[src/rtl/tl_rom_pkg.sv]
package tl_rom_pkg;

  localparam int PH_W      = 3;
  localparam int CAR_W     = 1;
  localparam int GRP_W     = 3;
  localparam int N_GRP     = 2;
  localparam int LAMP_W    = GRP_W * N_GRP;
  localparam int ADDR_W    = PH_W + CAR_W;
  localparam int WORD_W    = PH_W + LAMP_W;
  localparam int ROM_DEPTH = 1 << ADDR_W;

  typedef enum logic [PH_W-1:0] {
    PH_NS_GO1  = 3'd0,
    PH_NS_GO2  = 3'd1,
    PH_NS_GO3  = 3'd2,
    PH_NS_SLOW = 3'd3,
    PH_NS_STOP = 3'd4,
    PH_EW_GO   = 3'd5,
    PH_EW_SLOW = 3'd6,
    PH_EW_STOP = 3'd7
  } phase_t;

  localparam logic [GRP_W-1:0] LIT_GO   = 3'b100;
  localparam logic [GRP_W-1:0] LIT_SLOW = 3'b010;
  localparam logic [GRP_W-1:0] LIT_STOP = 3'b001;

  localparam logic [LAMP_W-1:0] LAMP_RESET = {LIT_GO, LIT_STOP};

  // Lamp pattern of a phase, derived from phase ranges, not from the table.
  function automatic logic [LAMP_W-1:0] lamps_of(phase_t p);
    logic [GRP_W-1:0] ns;
    logic [GRP_W-1:0] ew;
    ns = (p <= PH_NS_GO3) ? LIT_GO : (p == PH_NS_SLOW) ? LIT_SLOW : LIT_STOP;
    ew = (p == PH_EW_GO) ? LIT_GO : (p == PH_EW_SLOW) ? LIT_SLOW : LIT_STOP;
    return {ns, ew};
  endfunction

  // Table address: phase code above, sensor as LSB.
  function automatic logic [ADDR_W-1:0] rom_index(phase_t p, logic [CAR_W-1:0] car);
    return {p, car};
  endfunction

endpackage

[src/rtl/tl_rom_table.sv]
module tl_rom_table
  import tl_rom_pkg::*;
(
  input  logic [ADDR_W-1:0] addr,
  output logic [WORD_W-1:0] word
);

  // Word layout: {next phase code, NS lamps, EW lamps}; entry index = {phase, car_ew}.
  localparam logic [WORD_W-1:0] ROM_IMG [ROM_DEPTH] = '{
    9'b001_100_001, 9'b001_100_001,   // NS go 1 -> NS go 2
    9'b010_100_001, 9'b010_100_001,   // NS go 2 -> NS go 3
    9'b010_100_001, 9'b011_100_001,   // NS go 3 : wait / to NS slow
    9'b100_010_001, 9'b100_010_001,   // NS slow -> NS stop
    9'b101_001_001, 9'b101_001_001,   // NS stop -> EW go
    9'b110_001_100, 9'b101_001_100,   // EW go : to EW slow / hold
    9'b111_001_010, 9'b111_001_010,   // EW slow -> EW stop
    9'b000_001_001, 9'b000_001_001    // EW stop -> NS go 1
  };

  assign word = ROM_IMG[addr];

endmodule

[src/rtl/tl_phase_reg.sv]
module tl_phase_reg
  import tl_rom_pkg::*;
(
  input  logic              clk,
  input  logic              rst,
  input  logic [CAR_W-1:0]  car_ew,
  input  logic [PH_W-1:0]   ph_nxt,
  output phase_t            ph_q
);

  always_ff @(posedge clk) begin
    if (rst) ph_q <= PH_NS_GO1;
    else     ph_q <= phase_t'(ph_nxt);
  end

  // Named events for the checks below.
  logic at_go1, at_go2, at_go3, at_ns_slow, at_ns_stop, at_ew_go, at_ew_slow, at_ew_stop;
  logic car_on;
  assign at_go1     = (ph_q == PH_NS_GO1);
  assign at_go2     = (ph_q == PH_NS_GO2);
  assign at_go3     = (ph_q == PH_NS_GO3);
  assign at_ns_slow = (ph_q == PH_NS_SLOW);
  assign at_ns_stop = (ph_q == PH_NS_STOP);
  assign at_ew_go   = (ph_q == PH_EW_GO);
  assign at_ew_slow = (ph_q == PH_EW_SLOW);
  assign at_ew_stop = (ph_q == PH_EW_STOP);
  assign car_on     = |car_ew;

  AST_RESET_PHASE:  assert property (@(posedge clk) rst |=> ph_q == PH_NS_GO1);
  AST_GO1_STEP:     assert property (@(posedge clk) disable iff (rst) at_go1 |=> ph_q == PH_NS_GO2);
  AST_GO2_STEP:     assert property (@(posedge clk) disable iff (rst) at_go2 |=> ph_q == PH_NS_GO3);
  AST_GO3_WAIT:     assert property (@(posedge clk) disable iff (rst) (at_go3 && !car_on) |=> ph_q == PH_NS_GO3);
  AST_GO3_LEAVE:    assert property (@(posedge clk) disable iff (rst) (at_go3 && car_on) |=> ph_q == PH_NS_SLOW);
  AST_NS_SLOW_ONCE: assert property (@(posedge clk) disable iff (rst) at_ns_slow |=> ph_q == PH_NS_STOP);
  AST_NS_STOP_ONCE: assert property (@(posedge clk) disable iff (rst) at_ns_stop |=> ph_q == PH_EW_GO);
  AST_EW_HOLD:      assert property (@(posedge clk) disable iff (rst) (at_ew_go && car_on) |=> ph_q == PH_EW_GO);
  AST_EW_RELEASE:   assert property (@(posedge clk) disable iff (rst) (at_ew_go && !car_on) |=> ph_q == PH_EW_SLOW);
  AST_EW_SLOW_ONCE: assert property (@(posedge clk) disable iff (rst) at_ew_slow |=> ph_q == PH_EW_STOP);
  AST_EW_STOP_ONCE: assert property (@(posedge clk) disable iff (rst) at_ew_stop |=> ph_q == PH_NS_GO1);

endmodule

[src/rtl/tl_lamp_reg.sv]
module tl_lamp_reg
  import tl_rom_pkg::*;
#(
  parameter int                         G_W    = GRP_W,
  parameter int                         G_N    = N_GRP,
  parameter logic [G_W*G_N-1:0]         RST_PAT = LAMP_RESET
) (
  input  logic               clk,
  input  logic               rst,
  input  logic [G_W*G_N-1:0] lamp_d,
  output logic [G_W*G_N-1:0] lamp_q
);

  for (genvar g = 0; g < G_N; g++) begin : g_grp
    always_ff @(posedge clk) begin
      if (rst) lamp_q[g*G_W +: G_W] <= RST_PAT[g*G_W +: G_W];
      else     lamp_q[g*G_W +: G_W] <= lamp_d[g*G_W +: G_W];
    end

    AST_GROUP_ONEHOT: assert property (@(posedge clk) disable iff (rst)
      $countones(lamp_q[g*G_W +: G_W]) == 1);
  end

  AST_RESET_LAMPS: assert property (@(posedge clk) rst |=> lamp_q == RST_PAT);

endmodule

[src/rtl/tl_rom_seq.sv]
module tl_rom_seq
  import tl_rom_pkg::*;
(
  input  logic              clk,
  input  logic              rst,
  input  logic              car_ew,
  output logic [5:0]        lights
);

  phase_t              ph_q;
  logic [ADDR_W-1:0]   rom_addr;
  logic [WORD_W-1:0]   rom_word;
  logic [PH_W-1:0]     ph_nxt;
  logic [LAMP_W-1:0]   lamp_d;
  logic [LAMP_W-1:0]   lamp_q;

  assign rom_addr = rom_index(ph_q, car_ew);

  tl_rom_table u_table (
    .addr (rom_addr),
    .word (rom_word)
  );

  assign ph_nxt = rom_word[WORD_W-1 -: PH_W];
  assign lamp_d = rom_word[LAMP_W-1:0];

  tl_phase_reg u_phase (
    .clk    (clk),
    .rst    (rst),
    .car_ew (car_ew),
    .ph_nxt (ph_nxt),
    .ph_q   (ph_q)
  );

  tl_lamp_reg #(
    .G_W     (GRP_W),
    .G_N     (N_GRP),
    .RST_PAT (LAMP_RESET)
  ) u_lamps (
    .clk    (clk),
    .rst    (rst),
    .lamp_d (lamp_d),
    .lamp_q (lamp_q)
  );

  assign lights = lamp_q;

  AST_LAMP_LAG: assert property (@(posedge clk) disable iff (rst)
    !$past(rst) |-> lights == lamps_of($past(ph_q)));

endmodule

[config.mk]
export PLATFORM = sky130hd
export DESIGN_NAME = tl_rom_seq
export DESIGN_NICKNAME = d
export VERILOG_FILES = /design/src/rtl/tl_rom_pkg.sv /design/src/rtl/tl_rom_table.sv /design/src/rtl/tl_phase_reg.sv /design/src/rtl/tl_lamp_reg.sv /design/src/rtl/tl_rom_seq.sv
export SDC_FILE = /design/constraint.sdc
export NUM_CORES = 1
export LEC_CHECK = 0
export ABC_CLOCK_PERIOD_IN_PS = 1250
export CAP_MARGIN = 5
export CORE_AREA = 5 5 42 44
export CTS_CLUSTER_SIZE = 28
export DETAILED_ROUTE_END_ITERATION = 10
export DIE_AREA = 0 0 47 49
export DONT_BUFFER_PORTS = 1
export PLACE_DENSITY = 0.55
export SLEW_MARGIN = 10
export SYNTH_ARGS = -nofsm -noshare
export SYNTH_HDL_FRONTEND = slang
export SYNTH_HIERARCHICAL = 1
export SYNTH_SLANG_ARGS = --single-unit
[constraint.sdc]
create_clock -name clk -period 1.25 [get_ports clk]
set_input_delay 0.3125 -clock clk [delete_from_list [all_inputs] [get_ports clk]]
set_output_delay 0.3125 -clock clk [all_outputs]
set_load 0.005 [all_outputs]
==> impl_metrics.py <==
metrics = {
    "drt": {
        "dr.pass1.iters": 4,
        "ant_nets": 0,
        "dr.first_iter.drc_count": 4,
        "vias_per_cell": 4.17,
        "drc": 0,
        "routed_wl_microns": 521,
        "vias": 242,
        "wl_per_cell_microns": 8.98,
    },
    "logic_synthesis": {
        "synth_top_area_share": 0.466,
        "synth_common_cells": "dfxtp_1, nor2b_1, ha_1",
        "synth_top_cell_by_area": "dfxtp_1",
        "syn-cell-area_sq_um": 387,
        "synth_edf_count": 0,
        "synth_seq_area_share": 0.466,
        "syn_area_per_cell_sq_um": 10.2,
        "postSynthCellCount": 38,
        "async_flop_share": 0,
        "synth_cell_types": 16,
        "ys_ff_latch": 9,
        "synth.net_count": 45,
        "synth.most_common_cell": "dfxtp_1",
        "ys_warn_count": 6,
        "yosys-top-cells-area": "dfxtp_1, ha_1, nor2b_1",
        "ys.flop_type": "dfxtp_1",
    },
    "sta": {
        "fin_skew_ns": 0.00379,
        "fmax_mhz": 878,
        "drv_slew": 0,
        "fin_crit_sh": 0.911,
        "hold_viol": 0,
        "period_minus_slack_ns": 1.14,
        "setup_viol_count_final": 0,
        "rsz0062_at_grt": "false",
        "layout_setup_ws_ns": 0.111,
        "max_slew.worst_pin.slew_ns": 0.228,
        "setup_tns_ns": 0,
        "slew_headroom": 0.848,
    },
    "global_routing": {
        "antenna_found_initial": 0,
        "grt_pass1_vias": 258,
        "overflow": 0,
        "grt_start_max_net_pins": 10,
        "grt_pass1_wl_microns": 1070,
        "track_usage": 0.0669,
    },
    "cells_and_area": {
        "register_area_sq_um": 181,
        "nets": 50,
        "diodes": 0,
        "drive_gt1_frac": 0.190,
        "syn2layout_area_growth_pct": 12.3,
        "design_area_sq_um": 434,
        "nFillCells": 152,
        "multiInputGateArea_sq_um": 188,
    },
    "place": {
        "place_area_sq_um": 407,
        "place_congestion": 0.680,
        "io_buffers": 0,
        "post-place-ws_ns": 0.105,
        "dp_hpwl_microns": 410,
    },
    "power_and_ir_drop": {
        "p_leak_nw": 0.177,
        "power_density_nw_per_um2": 1980,
        "ir_worst_vdd_mv": 0.799,
    },
    "status": {
        "status": "complete, no violations",
    },
    "clocking": {
        "cts_tree": "done",
        "clockBufferDepth": 2,
        "ctsHoldBuffers": 0,
        "cts_buffers": 3,
        "clock_latency_ns": 0.25,
        "clk_pin_slew_ns": 0.06,
        "cts-root-buf": "clkbuf_4",
        "cts_setup_buffers": 0,
        "htreeDepth": 1,
        "cts_sinks": 9,
    },
    "critical_path": {
        "critPathArrivalTime_ns": 1.28,
        "crit_fanout": 5,
        "path_class": "reg -> reg",
        "max_stage_delay_ns": 0.41,
        "cpLargestDelayFamily": "flip-flops",
        "crit_path_start": "u_phase/ph_q[1]$_SDFF_PP0_",
        "required_ns": 1.40,
        "cp.depth": 3,
        "r2r_slack_ns": 0.11,
        "worst-r2r-cell-count": 3,
        "crit_end": "u_lamps/lamp_q[0]$_SDFF_PP1_",
        "rr_endpoint": "u_lamps/lamp_q[0]$_SDFF_PP1_",
        "cp-end-kind": "register",
        "path_buf_inv": 0,
        "rr_startpoint": "u_phase/ph_q[1]$_SDFF_PP0_",
        "slowest_stage": "dfxtp_1",
        "crit_chain": "ha_1 -> nand2b_1 -> or2_1",
        "cp-start-kind": "register",
    },
    "flow_run": {
        "max_cap_viol_count": 0,
    },
    "floorplanning": {
        "ioPinCount": 9,
        "dieWidth_microns": 47,
        "start_util": 0.276,
        "die_h_microns": 49,
        "coreArea_sq_um": 1400,
        "rows": 14,
        "die_area_sq_um": 2300,
    },
    "worst_hold_path": {
        "holdPathStages": 1,
        "hold_class": "in -> reg",
    },
}
cell usage in the layout, fill, tap and decap left out, types with 2 or more instances in the layout:
master and n:
and2_1 2, dfxtp_1 8, inv_1 2, ha_1 4, a21oi_1 2, clkbuf_4 3, or2_1 2, nor2b_1 8
power by group:
part | leakage [nW] | switching, mW | internal, mW
Combinational | 0.0886 | 0.113 | 0.142
Clock | 0.0150 | 0.0903 | 0.122
Sequential | 0.0735 | 0.0503 | 0.342
flip-flops by register name, summed over array words and instances (netlist names):
signal	flops
u_lamps/lamp_q	6
u_phase/ph_q	3
worst min path at each step:
| stage | start | endpoint |
|---|---|---|
| floorplan | rst | u_lamps/lamp_q[1]$_SDFF_PP0_ |
| detailed placement | rst | u_lamps/lamp_q[3]$_SDFF_PP0_ |
| finish | rst | u_phase/ph_q[0]$_SDFF_PP0_ |
| global placement | rst | u_phase/ph_q[0]$_SDFF_PP0_ |
| CTS | rst | u_lamps/lamp_q[1]$_SDFF_PP0_ |
| global route | rst | u_phase/ph_q[0]$_SDFF_PP0_ |
through the flow:
step                hold slack, ns  cells  power [mW]  utilization
detailed placement           0.387     54       0.653        0.290
CTS                          0.110     58       0.875        0.309
finish                       0.114     58       0.859        0.310
floorplan                    0.384     38       0.603            -
global route                 0.105     58       0.958        0.310
global placement             0.387     54       0.652        0.290
cell families after synthesis:
| group | count (synthesis) | synth area share |
|---|---|---|
| and+or+nand+nor | 15 | 0.246 |
| DFF | 9 | 0.466 |
| AOI/OAI and AO/OA | 6 | 0.110 |
| buffers and inverters | 4 | 0.0485 |
| adders and majority gates | 4 | 0.129 |
worst register-to-register path: stages, from the launching register on:
cell      delay [ns]
dfxtp_1         0.41
ha_1            0.28
nand2b_1        0.14
or2_1           0.20
layer usage:
| layer | share of wire | GRT usage | vias to the layer above |
|---|---|---|---|
| met1 | 0.46 | 0.0855 | 106 |
| met4 | 0 | 0.0276 | 0 |
| met5 | 0 | 0 | - |
| met2 | 0.42 | 0.0747 | 9 |
| li1 | - | - | 127 |
| met3 | 0.12 | 0.0627 | 0 |
cell type report:
type                            count  area share
Multi-Input combinational cell     25       0.432
Sequential cell                     9       0.418
Clock buffer                        4      0.0605
Tap cell                           16      0.0461
Inverter                            3      0.0259
Timing Repair Buffer                1      0.0173
what timing repair did:
item | CTS | global route
endpoints found under the setup margin | 0 | 1
resized for setup | 0 | 1
hold endpoints to repair | 0 | 0
Power figures use the tool's default switching activity.
